### config.mk
export PLATFORM = sky130hd
export DESIGN_NAME = prot_block_handler
export DESIGN_NICKNAME = d
export VERILOG_FILES = /design/src/rtl/pbh_pkg.sv /design/src/rtl/pbh_lut.sv /design/src/rtl/pbh_regdec.sv /design/src/rtl/pbh_capture.sv /design/src/rtl/prot_block_handler.sv
export SDC_FILE = /design/constraint.sdc
export NUM_CORES = 1
export LEC_CHECK = 0
export ABC_AREA = 1
export BUFFER_PORTS_ARGS = -buffer_cell sky130_fd_sc_hd__clkbuf_2
export CELL_PAD_IN_SITES_DETAIL_PLACEMENT = 0
export CELL_PAD_IN_SITES_GLOBAL_PLACEMENT = 1
export CORE_MARGIN = 1
export CORE_UTILIZATION = 45
export CTS_BUF_LIST = sky130_fd_sc_hd__clkbuf_2 sky130_fd_sc_hd__clkbuf_4 sky130_fd_sc_hd__clkbuf_8
export DETAILED_ROUTE_END_ITERATION = 7
export GPL_TIMING_DRIVEN = 0
export PLACE_DENSITY_LB_ADDON = 0.1
export SLEW_MARGIN = 30
export SYNTH_ARGS = -nofsm -noshare
export SYNTH_HDL_FRONTEND = slang
export SYNTH_SLANG_ARGS = --single-unit
### constraint.sdc
create_clock -name clk -period 2.1 [get_ports clk]
set_clock_uncertainty 0.05 [all_clocks]
set_input_delay 0.21 -clock clk [delete_from_list [all_inputs] [get_ports clk]]
set_output_delay 0.21 -clock clk [all_outputs]
set_load 0.01 [all_outputs]
### src/rtl/pbh_pkg.sv
`timescale 1ns/1ps
package pbh_pkg;

    localparam int REG_AW = 12;

    // register offsets (bit 0 carries the control, enable, clear and set values)
    localparam logic [REG_AW-1:0] OFF_CTRL  = 12'h000;
    localparam logic [REG_AW-1:0] OFF_STAT  = 12'h020;
    localparam logic [REG_AW-1:0] OFF_ICLR  = 12'h024;
    localparam logic [REG_AW-1:0] OFF_IEN   = 12'h028;
    localparam logic [REG_AW-1:0] OFF_DIAGA = 12'h02C;
    localparam logic [REG_AW-1:0] OFF_DIAGB = 12'h030;
    localparam logic [REG_AW-1:0] OFF_ISET  = 12'h034;
    // lookup-table window: offset bits 11:10 == 2'b01, word index in bits 9:2
    localparam logic [1:0]        LUT_WIN   = 2'b01;

    typedef struct packed {
        logic wr_ctrl;
        logic wr_clr;
        logic wr_ien;
        logic wr_set;
        logic bit0;
    } reg_cmd_t;

    typedef struct packed {
        logic        err_cfg;
        logic        stat;
        logic        ien;
        logic [31:0] diag_a;
        logic [31:0] diag_b;
        logic        rsp_v;
        logic        rsp_err;
    } cap_st_t;

    function automatic int lut_words(input int aw, input int bs);
        return ((1 << (aw - bs)) + 31) / 32;
    endfunction

    function automatic logic [31:0] pack_diag_b(input logic [15:0] rid,
                                                 input logic        secure,
                                                 input logic        ns_bit);
        logic [31:0] w;
        w        = '0;
        w[15:0]  = rid;
        w[16]    = ~secure;
        w[17]    = ns_bit;
        return w;
    endfunction

endpackage

### src/rtl/pbh_lut.sv
`timescale 1ns/1ps
module pbh_lut #(
    parameter int ADDR_W    = 16,
    parameter int BLK_SHIFT = 8,
    localparam int BN_W     = ADDR_W - BLK_SHIFT,
    localparam int NWORDS   = pbh_pkg::lut_words(ADDR_W, BLK_SHIFT),
    localparam int IDX_W    = (NWORDS > 1) ? $clog2(NWORDS) : 1
) (
    input  logic              clk,
    input  logic              rst_n,
    input  logic              wr_en,
    input  logic [IDX_W-1:0]  wr_idx,
    input  logic [31:0]       wr_data,
    input  logic [IDX_W-1:0]  rd_idx,
    output logic [31:0]       rd_word,
    input  logic [ADDR_W-1:0] look_addr,
    output logic              look_bit
);

    logic [31:0] word_d [NWORDS];
    logic [31:0] word_q [NWORDS];

    generate
        for (genvar w = 0; w < NWORDS; w++) begin : g_word
            always_comb begin
                word_d[w] = word_q[w];
                if (wr_en && (wr_idx == IDX_W'(w))) begin
                    word_d[w] = wr_data;
                end
            end

            always_ff @(posedge clk or negedge rst_n) begin
                if (!rst_n) begin
                    word_q[w] <= '0;
                end else begin
                    word_q[w] <= word_d[w];
                end
            end
        end
    endgenerate

    // block number, then word = block / 32 and bit = block mod 32
    logic [BN_W-1:0]  blk_num;
    logic [IDX_W-1:0] lk_word;
    logic [4:0]       lk_pos;

    always_comb begin
        blk_num  = look_addr[ADDR_W-1:BLK_SHIFT];
        lk_word  = IDX_W'(blk_num >> 5);
        lk_pos   = blk_num[4:0];
        look_bit = word_q[lk_word][lk_pos];
        rd_word  = word_q[rd_idx];
    end

endmodule

### src/rtl/pbh_regdec.sv
`timescale 1ns/1ps
module pbh_regdec
    import pbh_pkg::*;
#(
    parameter int NWORDS = 8,
    parameter int IDX_W  = 3
) (
    input  logic              reg_en,
    input  logic              reg_we,
    input  logic [REG_AW-1:0] reg_addr,
    input  logic              wbit0,
    input  logic              err_cfg,
    input  logic              stat,
    input  logic              ien,
    input  logic [31:0]       diag_a,
    input  logic [31:0]       diag_b,
    input  logic [31:0]       lut_rword,
    output reg_cmd_t          cmd,
    output logic              lut_we,
    output logic [IDX_W-1:0]  lut_idx,
    output logic [31:0]       reg_rdata
);

    logic wr;
    logic rd;
    logic in_lut;

    always_comb begin
        wr      = reg_en && reg_we;
        rd      = reg_en && !reg_we;
        in_lut  = (reg_addr[11:10] == LUT_WIN)
               && (reg_addr[1:0] == 2'b00)
               && (int'(reg_addr[9:2]) < NWORDS);
        lut_idx = IDX_W'(reg_addr[9:2]);
        lut_we  = wr && in_lut;

        cmd.wr_ctrl = wr && (reg_addr == OFF_CTRL);
        cmd.wr_clr  = wr && (reg_addr == OFF_ICLR);
        cmd.wr_ien  = wr && (reg_addr == OFF_IEN);
        cmd.wr_set  = wr && (reg_addr == OFF_ISET);
        cmd.bit0    = wbit0;

        reg_rdata = '0;
        if (rd) begin
            if (in_lut) begin
                reg_rdata = lut_rword;
            end else begin
                case (reg_addr)
                    OFF_CTRL:  reg_rdata = {31'd0, err_cfg};
                    OFF_STAT:  reg_rdata = {31'd0, stat};
                    OFF_IEN:   reg_rdata = {31'd0, ien};
                    OFF_DIAGA: reg_rdata = diag_a;
                    OFF_DIAGB: reg_rdata = diag_b;
                    default:   reg_rdata = '0;
                endcase
            end
        end
    end

endmodule

### src/rtl/pbh_capture.sv
`timescale 1ns/1ps
module pbh_capture
    import pbh_pkg::*;
#(
    parameter int ADDR_W = 16
) (
    input  logic              clk,
    input  logic              rst_n,
    input  logic              blk_valid,
    input  logic [ADDR_W-1:0] blk_addr,
    input  logic              blk_secure,
    input  logic [15:0]       blk_req_id,
    input  logic              lut_bit,
    input  reg_cmd_t          cmd,
    output logic              err_cfg,
    output logic              stat,
    output logic              ien,
    output logic [31:0]       diag_a,
    output logic [31:0]       diag_b,
    output logic              rsp_valid,
    output logic              rsp_err,
    output logic              irq
);

    cap_st_t st_d;
    cap_st_t st_q;
    logic    take;

    always_comb begin
        st_d = st_q;
        take = blk_valid && !st_q.stat;

        st_d.rsp_v   = blk_valid;
        st_d.rsp_err = blk_valid && st_q.err_cfg;

        if (cmd.wr_ctrl) st_d.err_cfg = cmd.bit0;
        if (cmd.wr_ien)  st_d.ien     = cmd.bit0;

        if (cmd.wr_clr && cmd.bit0) st_d.stat = 1'b0;
        if (cmd.wr_set && cmd.bit0) st_d.stat = 1'b1;

        if (take) begin
            st_d.stat   = 1'b1;
            st_d.diag_a = 32'(blk_addr);
            st_d.diag_b = pack_diag_b(blk_req_id, blk_secure, lut_bit);
        end
    end

    always_ff @(posedge clk or negedge rst_n) begin
        if (!rst_n) begin
            st_q <= '0;
        end else begin
            st_q <= st_d;
        end
    end

    always_comb begin
        err_cfg   = st_q.err_cfg;
        stat      = st_q.stat;
        ien       = st_q.ien;
        diag_a    = st_q.diag_a;
        diag_b    = st_q.diag_b;
        rsp_valid = st_q.rsp_v;
        rsp_err   = st_q.rsp_err;
        irq       = st_q.stat && st_q.ien;
    end

endmodule

### src/rtl/prot_block_handler.sv
`timescale 1ns/1ps
module prot_block_handler
    import pbh_pkg::*;
#(
    parameter int ADDR_W    = 16,
    parameter int BLK_SHIFT = 8,
    parameter int DATA_W    = 32
) (
    input  logic              clk,
    input  logic              rst_n,
    input  logic              blk_valid,
    input  logic [ADDR_W-1:0] blk_addr,
    input  logic              blk_secure,
    input  logic [15:0]       blk_req_id,
    output logic              rsp_valid,
    output logic              rsp_err,
    output logic [DATA_W-1:0] rsp_rdata,
    input  logic              reg_en,
    input  logic              reg_we,
    input  logic [11:0]       reg_addr,
    input  logic [31:0]       reg_wdata,
    output logic [31:0]       reg_rdata,
    output logic              irq
);

    localparam int NWORDS = lut_words(ADDR_W, BLK_SHIFT);
    localparam int IDX_W  = (NWORDS > 1) ? $clog2(NWORDS) : 1;

    reg_cmd_t         cmd;
    logic             lut_we;
    logic [IDX_W-1:0] lut_idx;
    logic [31:0]      lut_rword;
    logic             lut_bit;
    logic             err_cfg;
    logic             stat;
    logic             ien;
    logic [31:0]      diag_a;
    logic [31:0]      diag_b;
    logic             clr_hit;

    pbh_regdec #(
        .NWORDS (NWORDS),
        .IDX_W  (IDX_W)
    ) u_dec (
        .reg_en    (reg_en),
        .reg_we    (reg_we),
        .reg_addr  (reg_addr),
        .wbit0     (reg_wdata[0]),
        .err_cfg   (err_cfg),
        .stat      (stat),
        .ien       (ien),
        .diag_a    (diag_a),
        .diag_b    (diag_b),
        .lut_rword (lut_rword),
        .cmd       (cmd),
        .lut_we    (lut_we),
        .lut_idx   (lut_idx),
        .reg_rdata (reg_rdata)
    );

    pbh_lut #(
        .ADDR_W    (ADDR_W),
        .BLK_SHIFT (BLK_SHIFT)
    ) u_lut (
        .clk       (clk),
        .rst_n     (rst_n),
        .wr_en     (lut_we),
        .wr_idx    (lut_idx),
        .wr_data   (reg_wdata),
        .rd_idx    (lut_idx),
        .rd_word   (lut_rword),
        .look_addr (blk_addr),
        .look_bit  (lut_bit)
    );

    pbh_capture #(
        .ADDR_W (ADDR_W)
    ) u_cap (
        .clk        (clk),
        .rst_n      (rst_n),
        .blk_valid  (blk_valid),
        .blk_addr   (blk_addr),
        .blk_secure (blk_secure),
        .blk_req_id (blk_req_id),
        .lut_bit    (lut_bit),
        .cmd        (cmd),
        .err_cfg    (err_cfg),
        .stat       (stat),
        .ien        (ien),
        .diag_a     (diag_a),
        .diag_b     (diag_b),
        .rsp_valid  (rsp_valid),
        .rsp_err    (rsp_err),
        .irq        (irq)
    );

    assign clr_hit   = cmd.wr_clr && cmd.bit0;
    assign rsp_rdata = '0;

endmodule

# Word level (Yosys, flattened, before mapping)
# Cells that the tools add are included.
# totals
regBits,295
in_bits,82
output_inout_bits,67
wordCells,78
# op_classes
magnitude_cmp,4
n_eq_ne,14
mux,14
n_bitwise,3
reduce_logical,28
# ops
cell,count
binary-select mux 32 bit (select 3 bit),2
2-to-1 mux 32 bit,6
one-hot mux 18 bit (5 select lines),1
"equality test 12 x 6 -> 1 bit, second input constant",6
logical AND 1 bit,22
"equality test 3 bit, second input constant",4
logical NOT 12 bit,1
">= comparator 4 bit, second input constant",2
"less-than comparator 8 x 4 -> 1 bit, second input constant",1
NOT 3 -> 4 bit,2
"equality test 3 x 2 -> 1 bit, second input constant",2
"less-than comparator 5 x 6 -> 1 bit, second input constant",1
binary-select mux 1 bit (select 5 bit),1
2-to-1 mux 1 bit,4
"equality test 3 x 1 -> 1 bit, second input constant",1
logical NOT 3 bit,1
nonzero test 3 bit,1
"equality test 2 x 1 -> 1 bit, second input constant",1
logical NOT 1 bit,2
logical NOT 2 bit,1
NOT 1 bit,1

# Longest topological paths before layout
# logic_depth
ltp_word,6
ltp_mapped,15
depth_no_buf,13

# Hierarchy
# Synthesis repeated with hierarchy kept, for this count alone.
# hier_totals
hier_cells,2401
area_unflattened_um2,17166.5
# by_module_without_submodules
module,instances,cells_per_inst,area_per_inst_um2
pbh_lut,1,1910,13803.2
pbh_capture,1,199,1801.7
pbh_regdec,1,259,1317.5
prot_block_handler,1,33,244.0

# Worst setup path before layout
# OpenSTA, ideal clock, no wires.
# synth_timing
path_type,input -> output
from,input reg_addr[1]
to,output reg_rdata[20]
arrival_time_ns,1.861
required_ns,1.840
path_slack_ns,-0.021
stages,7
n_path_buf,1
path_cell_list,or2_2 -> nor2_1 -> nand4_2 -> nor2_2 -> inv_1 -> buf_2 -> a211oi_1
# synth_via
elab_chain_len,5
# synth_rtl
item,line_no,rtl
"start, declared",prot_block_handler.sv:20,"input logic [11:0] reg_addr,"
logical NOT 2 bit,pbh_regdec.sv:32,&& (reg_addr[1:0] == 2'b00)
logical AND 1 bit,pbh_regdec.sv:32,
logical AND 1 bit,pbh_regdec.sv:33,&& (int'(reg_addr[9:2]) < NWORDS);
2-to-1 mux 32 bit,pbh_regdec.sv:45,if (in_lut) begin
2-to-1 mux 32 bit,pbh_regdec.sv:44,if (rd) begin
"end, declared",prot_block_handler.sv:22,"output logic [31:0] reg_rdata,"
# Every way passes these cells.

# Worst setup path in the final report
# layout_timing
from,register u_lut.word_q[64] (netlist name)
to,output reg_rdata[0]
# layout_via
elab_chain_len,5
# layout_rtl
item,line_no,rtl
"start, declared",pbh_lut.sv:21,logic [31:0] word_q [NWORDS];
"start signal, assigned by index",pbh_lut.sv:36,word_q[w] <= word_d[w];
binary-select mux 32 bit (select 3 bit),pbh_lut.sv:52,rd_word = word_q[rd_idx];
2-to-1 mux 32 bit (not written as such) (2 in series),pbh_lut.sv:52,
2-to-1 mux 32 bit,pbh_regdec.sv:45,
2-to-1 mux 32 bit,pbh_regdec.sv:44,
# Every way passes these cells. The select of a mux whose other input is x is not followed.

==> reports/results.txt <==
Status -> finished with violations
Violated checks -> negative setup slack
Kind of critical path -> reg -> out
Core area -> 33530 µm²
Fmax -> 442.5 MHz
Vias in the first global route -> 16550
GPL Wtd Cong -> 0.9743
IO Count -> 149
Clock Latency Late Sink -> 660 ps
Fin cells -> 2830
Worst Setup Start Kind -> register
Vias per std cell -> 6.071
Final core area utilization -> 58.67%
Routed Antenna Nets -> 0
Avg Cell Area, Syn -> 7.569 µm²
CTS buffer count -> 52
RSZ-0062 raised after global routing -> true
Port bufs -> 112
Crit Path Max Fanout -> 3
Synth top area share -> 48.16%
Setup slack, reg-to-reg -> 200 ps
Die area -> 34800 µm²
Worst flop-to-flop path startpoint -> u_cap.stat
R2R depth -> 5
Final Hold Fails -> 0
Synth Instances -> 2025
Slowest stage delay, CP -> 390 ps
Delay-heaviest family, CP -> simple AND/OR/NAND/NOR gates
Routed WL per cell -> 25.24 µm
Dpl cells -> 2620
Total global-route track usage -> 40.74%
H-tree depth -> 2
Slowest-stage cell, CP -> dfrtp_1
CTS Root Cell -> clkbuf_8
Longest Clk Path Bufs -> 3
Worst Setup EP -> reg_rdata[0]
Area growth syn-to-layout -> 28.36%
Vias post-DR -> 17180
Critical Path Sink Type -> output pin
Setup Viol. Count Final -> 27
Most frequent cells in the layout -> nand2_1 (625), dfrtp_1 (295), nand3_1 (276)
Slew Limit Fails -> 0
Die width -> 186.6 µm
Met3 usage -> 12.00%
Grt met1 use -> 51.79%
Half-perimeter wire length after detailed placement -> 46100 µm
Hold Path Class -> in -> async
Detailed-route DRC error count -> 0
Final wirelength -> 71440 µm
Die H -> 186.6 µm
Sequential element share of the synthesized area -> 48.16%
WP data arrival -> 2000 ps
Min cycle time layout -> 2260 ps
Worst setup margin -> -159.8 ps
Global-route wire length before repair -> 104700 µm
Clock transition at path regs -> 70 ps
Buf+Inv Stages, Crit Path -> 1
FP Rows -> 67
Pwr dens -> 717.9 nW/µm²
Initial Utilization -> 45.71%
Worst endpoint required time -> 1840 ps
TritonRoute pass-1 iters -> 5
Num Clock Sinks -> 295
Critical-path cell list -> nor2_2, nor4_2, nor3_2, a311oi_2, buf_2
CTS tree -> done
Largest net degree at the start of global routing -> 75
M2 GR Usage -> 60.86%
FF+latch count, synth -> 295
Ys Warns -> 0
Largest cells by area after synthesis -> dfrtp_1 (48%), nand2_1 (16%), nand3_1 (9.4%)
Worst-margin pin slew -> 1120 ps
Leakage -> 9.108 nW
Antenna violations before repair -> 2
Most common cell after layout, fill and taps aside -> nand2_1
Fraction of layout cells with a size suffix above 1 -> 19.08%
GR peak layer -> met2
Worst path depth -> 5
Unique masters post-synth -> 36
Reg2reg end -> u_cap.stat
Post-Synthesis Cell Area -> 15330 µm²
VDD IR-drop max -> 0.0005378 V
Cell taking the most area after synthesis -> dfrtp_1
Final nets -> 2424
Rel. slew slack -> 25.35%
Max_cap viols -> 0
Final period util -> 107.6%
Initial DRC Count -> 2316
Multi-input logic area -> 7462 µm²
Fillers -> 3171
Critical path origin -> u_lut.word_q[64]
Total congestion overflow -> 0
Register area -> 7382 µm²
-- metrics by stage --
step | hold slack [ps] | instance area [µm²] | total power, mW | setup slack (ps) | setup TNS (ps)
final | 19.25 | 19670 | 14.12 | -159.8 | -1976
after global routing | 47.52 | 19670 | 14.53 | -236.8 | -2820
after CTS | 2.332 | 19160 | 14.00 | -176.9 | -792.6
after detailed placement | 113.5 | 16680 | 7.673 | -1551 | -140900
after global placement | 316.9 | 16560 | 7.635 | -5766 | -1824010
after floorplan | -135.6 | 15440 | 6.933 | -21.07 | -210.7
-- cells by family after synthesis --
group | Yosys count | share of synthesized area [%]
AO/OA/AOI/OAI | 450 | 16.58
buffers and inverters | 255 | 7.045
flip-flops | 295 | 48.16
other | 1 | 0.02447
AND/OR/NAND/NOR | 1024 | 28.19
-- cell usage after synthesis --
master,n
o21ai_0,280
nand4_2,1
buf_4,32
a22oi_1,3
nor4_1,2
a211oi_1,13
clkbuf_1,135
a32o_1,1
nand3b_1,1
nand3_2,8
o221ai_1,13
nand2_1,634
inv_2,2
or3_1,1
a41oi_1,1
nor4_4,1
or2_2,2
o22a_1,13
nor2_2,1
nand4_1,5
o211ai_1,1
o21ai_1,29
a31oi_1,1
buf_2,2
o22ai_1,78
a21oi_1,1
buf_1,8
o31ai_1,15
nor2_1,73
dfrtp_1,295
conb_1,1
clkinv_1,2
a311oi_1,1
inv_1,74
nor3_1,7
nand3_1,288
-- worst min path at each step --
stage                   start              end
floorplan               rst_n  u_cap.diag_a[0]
global placement    blk_valid  u_cap.rsp_valid
detailed placement      rst_n  u_cap.diag_a[6]
CTS                     rst_n  u_cap.diag_b[5]
global route            rst_n  u_cap.diag_b[5]
finish                  rst_n  u_cap.diag_b[5]
-- state kept, by name (all words and copies together), names as in the netlist --
name,cells
u_cap.diag_a,16
u_cap.diag_b,18
u_cap.err_cfg,1
u_cap.ien,1
u_cap.rsp_err,1
u_cap.rsp_valid,1
u_cap.stat,1
u_lut.word_q,256
-- where the power goes --
part	internal (mW)	switching (mW)	leakage [nW]
Clock	3.61	2.63	0.625
Combinational	0.578	1.28	4.43
Sequential	5.92	0.110	4.05
Total	10.1	4.02	9.11
-- layout make-up --
| cell class | instances | share of cell area (%) |
|---|---|---|
| Clock buffer | 77 | 5.005 |
| Timing Repair Buffer | 232 | 9.082 |
| Multi-Input combinational cell | 1507 | 37.93 |
| Antenna cell | 2 | 0.02544 |
| Tap cell | 448 | 2.849 |
| Buffer | 176 | 4.999 |
| Sequential cell | 295 | 37.52 |
| Clock inverter | 15 | 1.043 |
| Inverter | 78 | 1.545 |
-- routing by layer --
layer	vias to the layer above	share of wire, %
met1	8141	38
met5	-	0
li1	7447	-
met4	0	6.6
met2	1277	43
met3	317	13
-- what timing repair did --
action                                  in CTS  in global routing
hold buffers                                66                  0
pin swaps                                   24                 46
endpoints found under the hold margin      451                  0
buffers inserted                            27                 22
endpoints found under the setup margin      33                 38
gates resized for setup                    142                150
gates cloned                                 0                  2
Power figures use the tool's default switching activity.
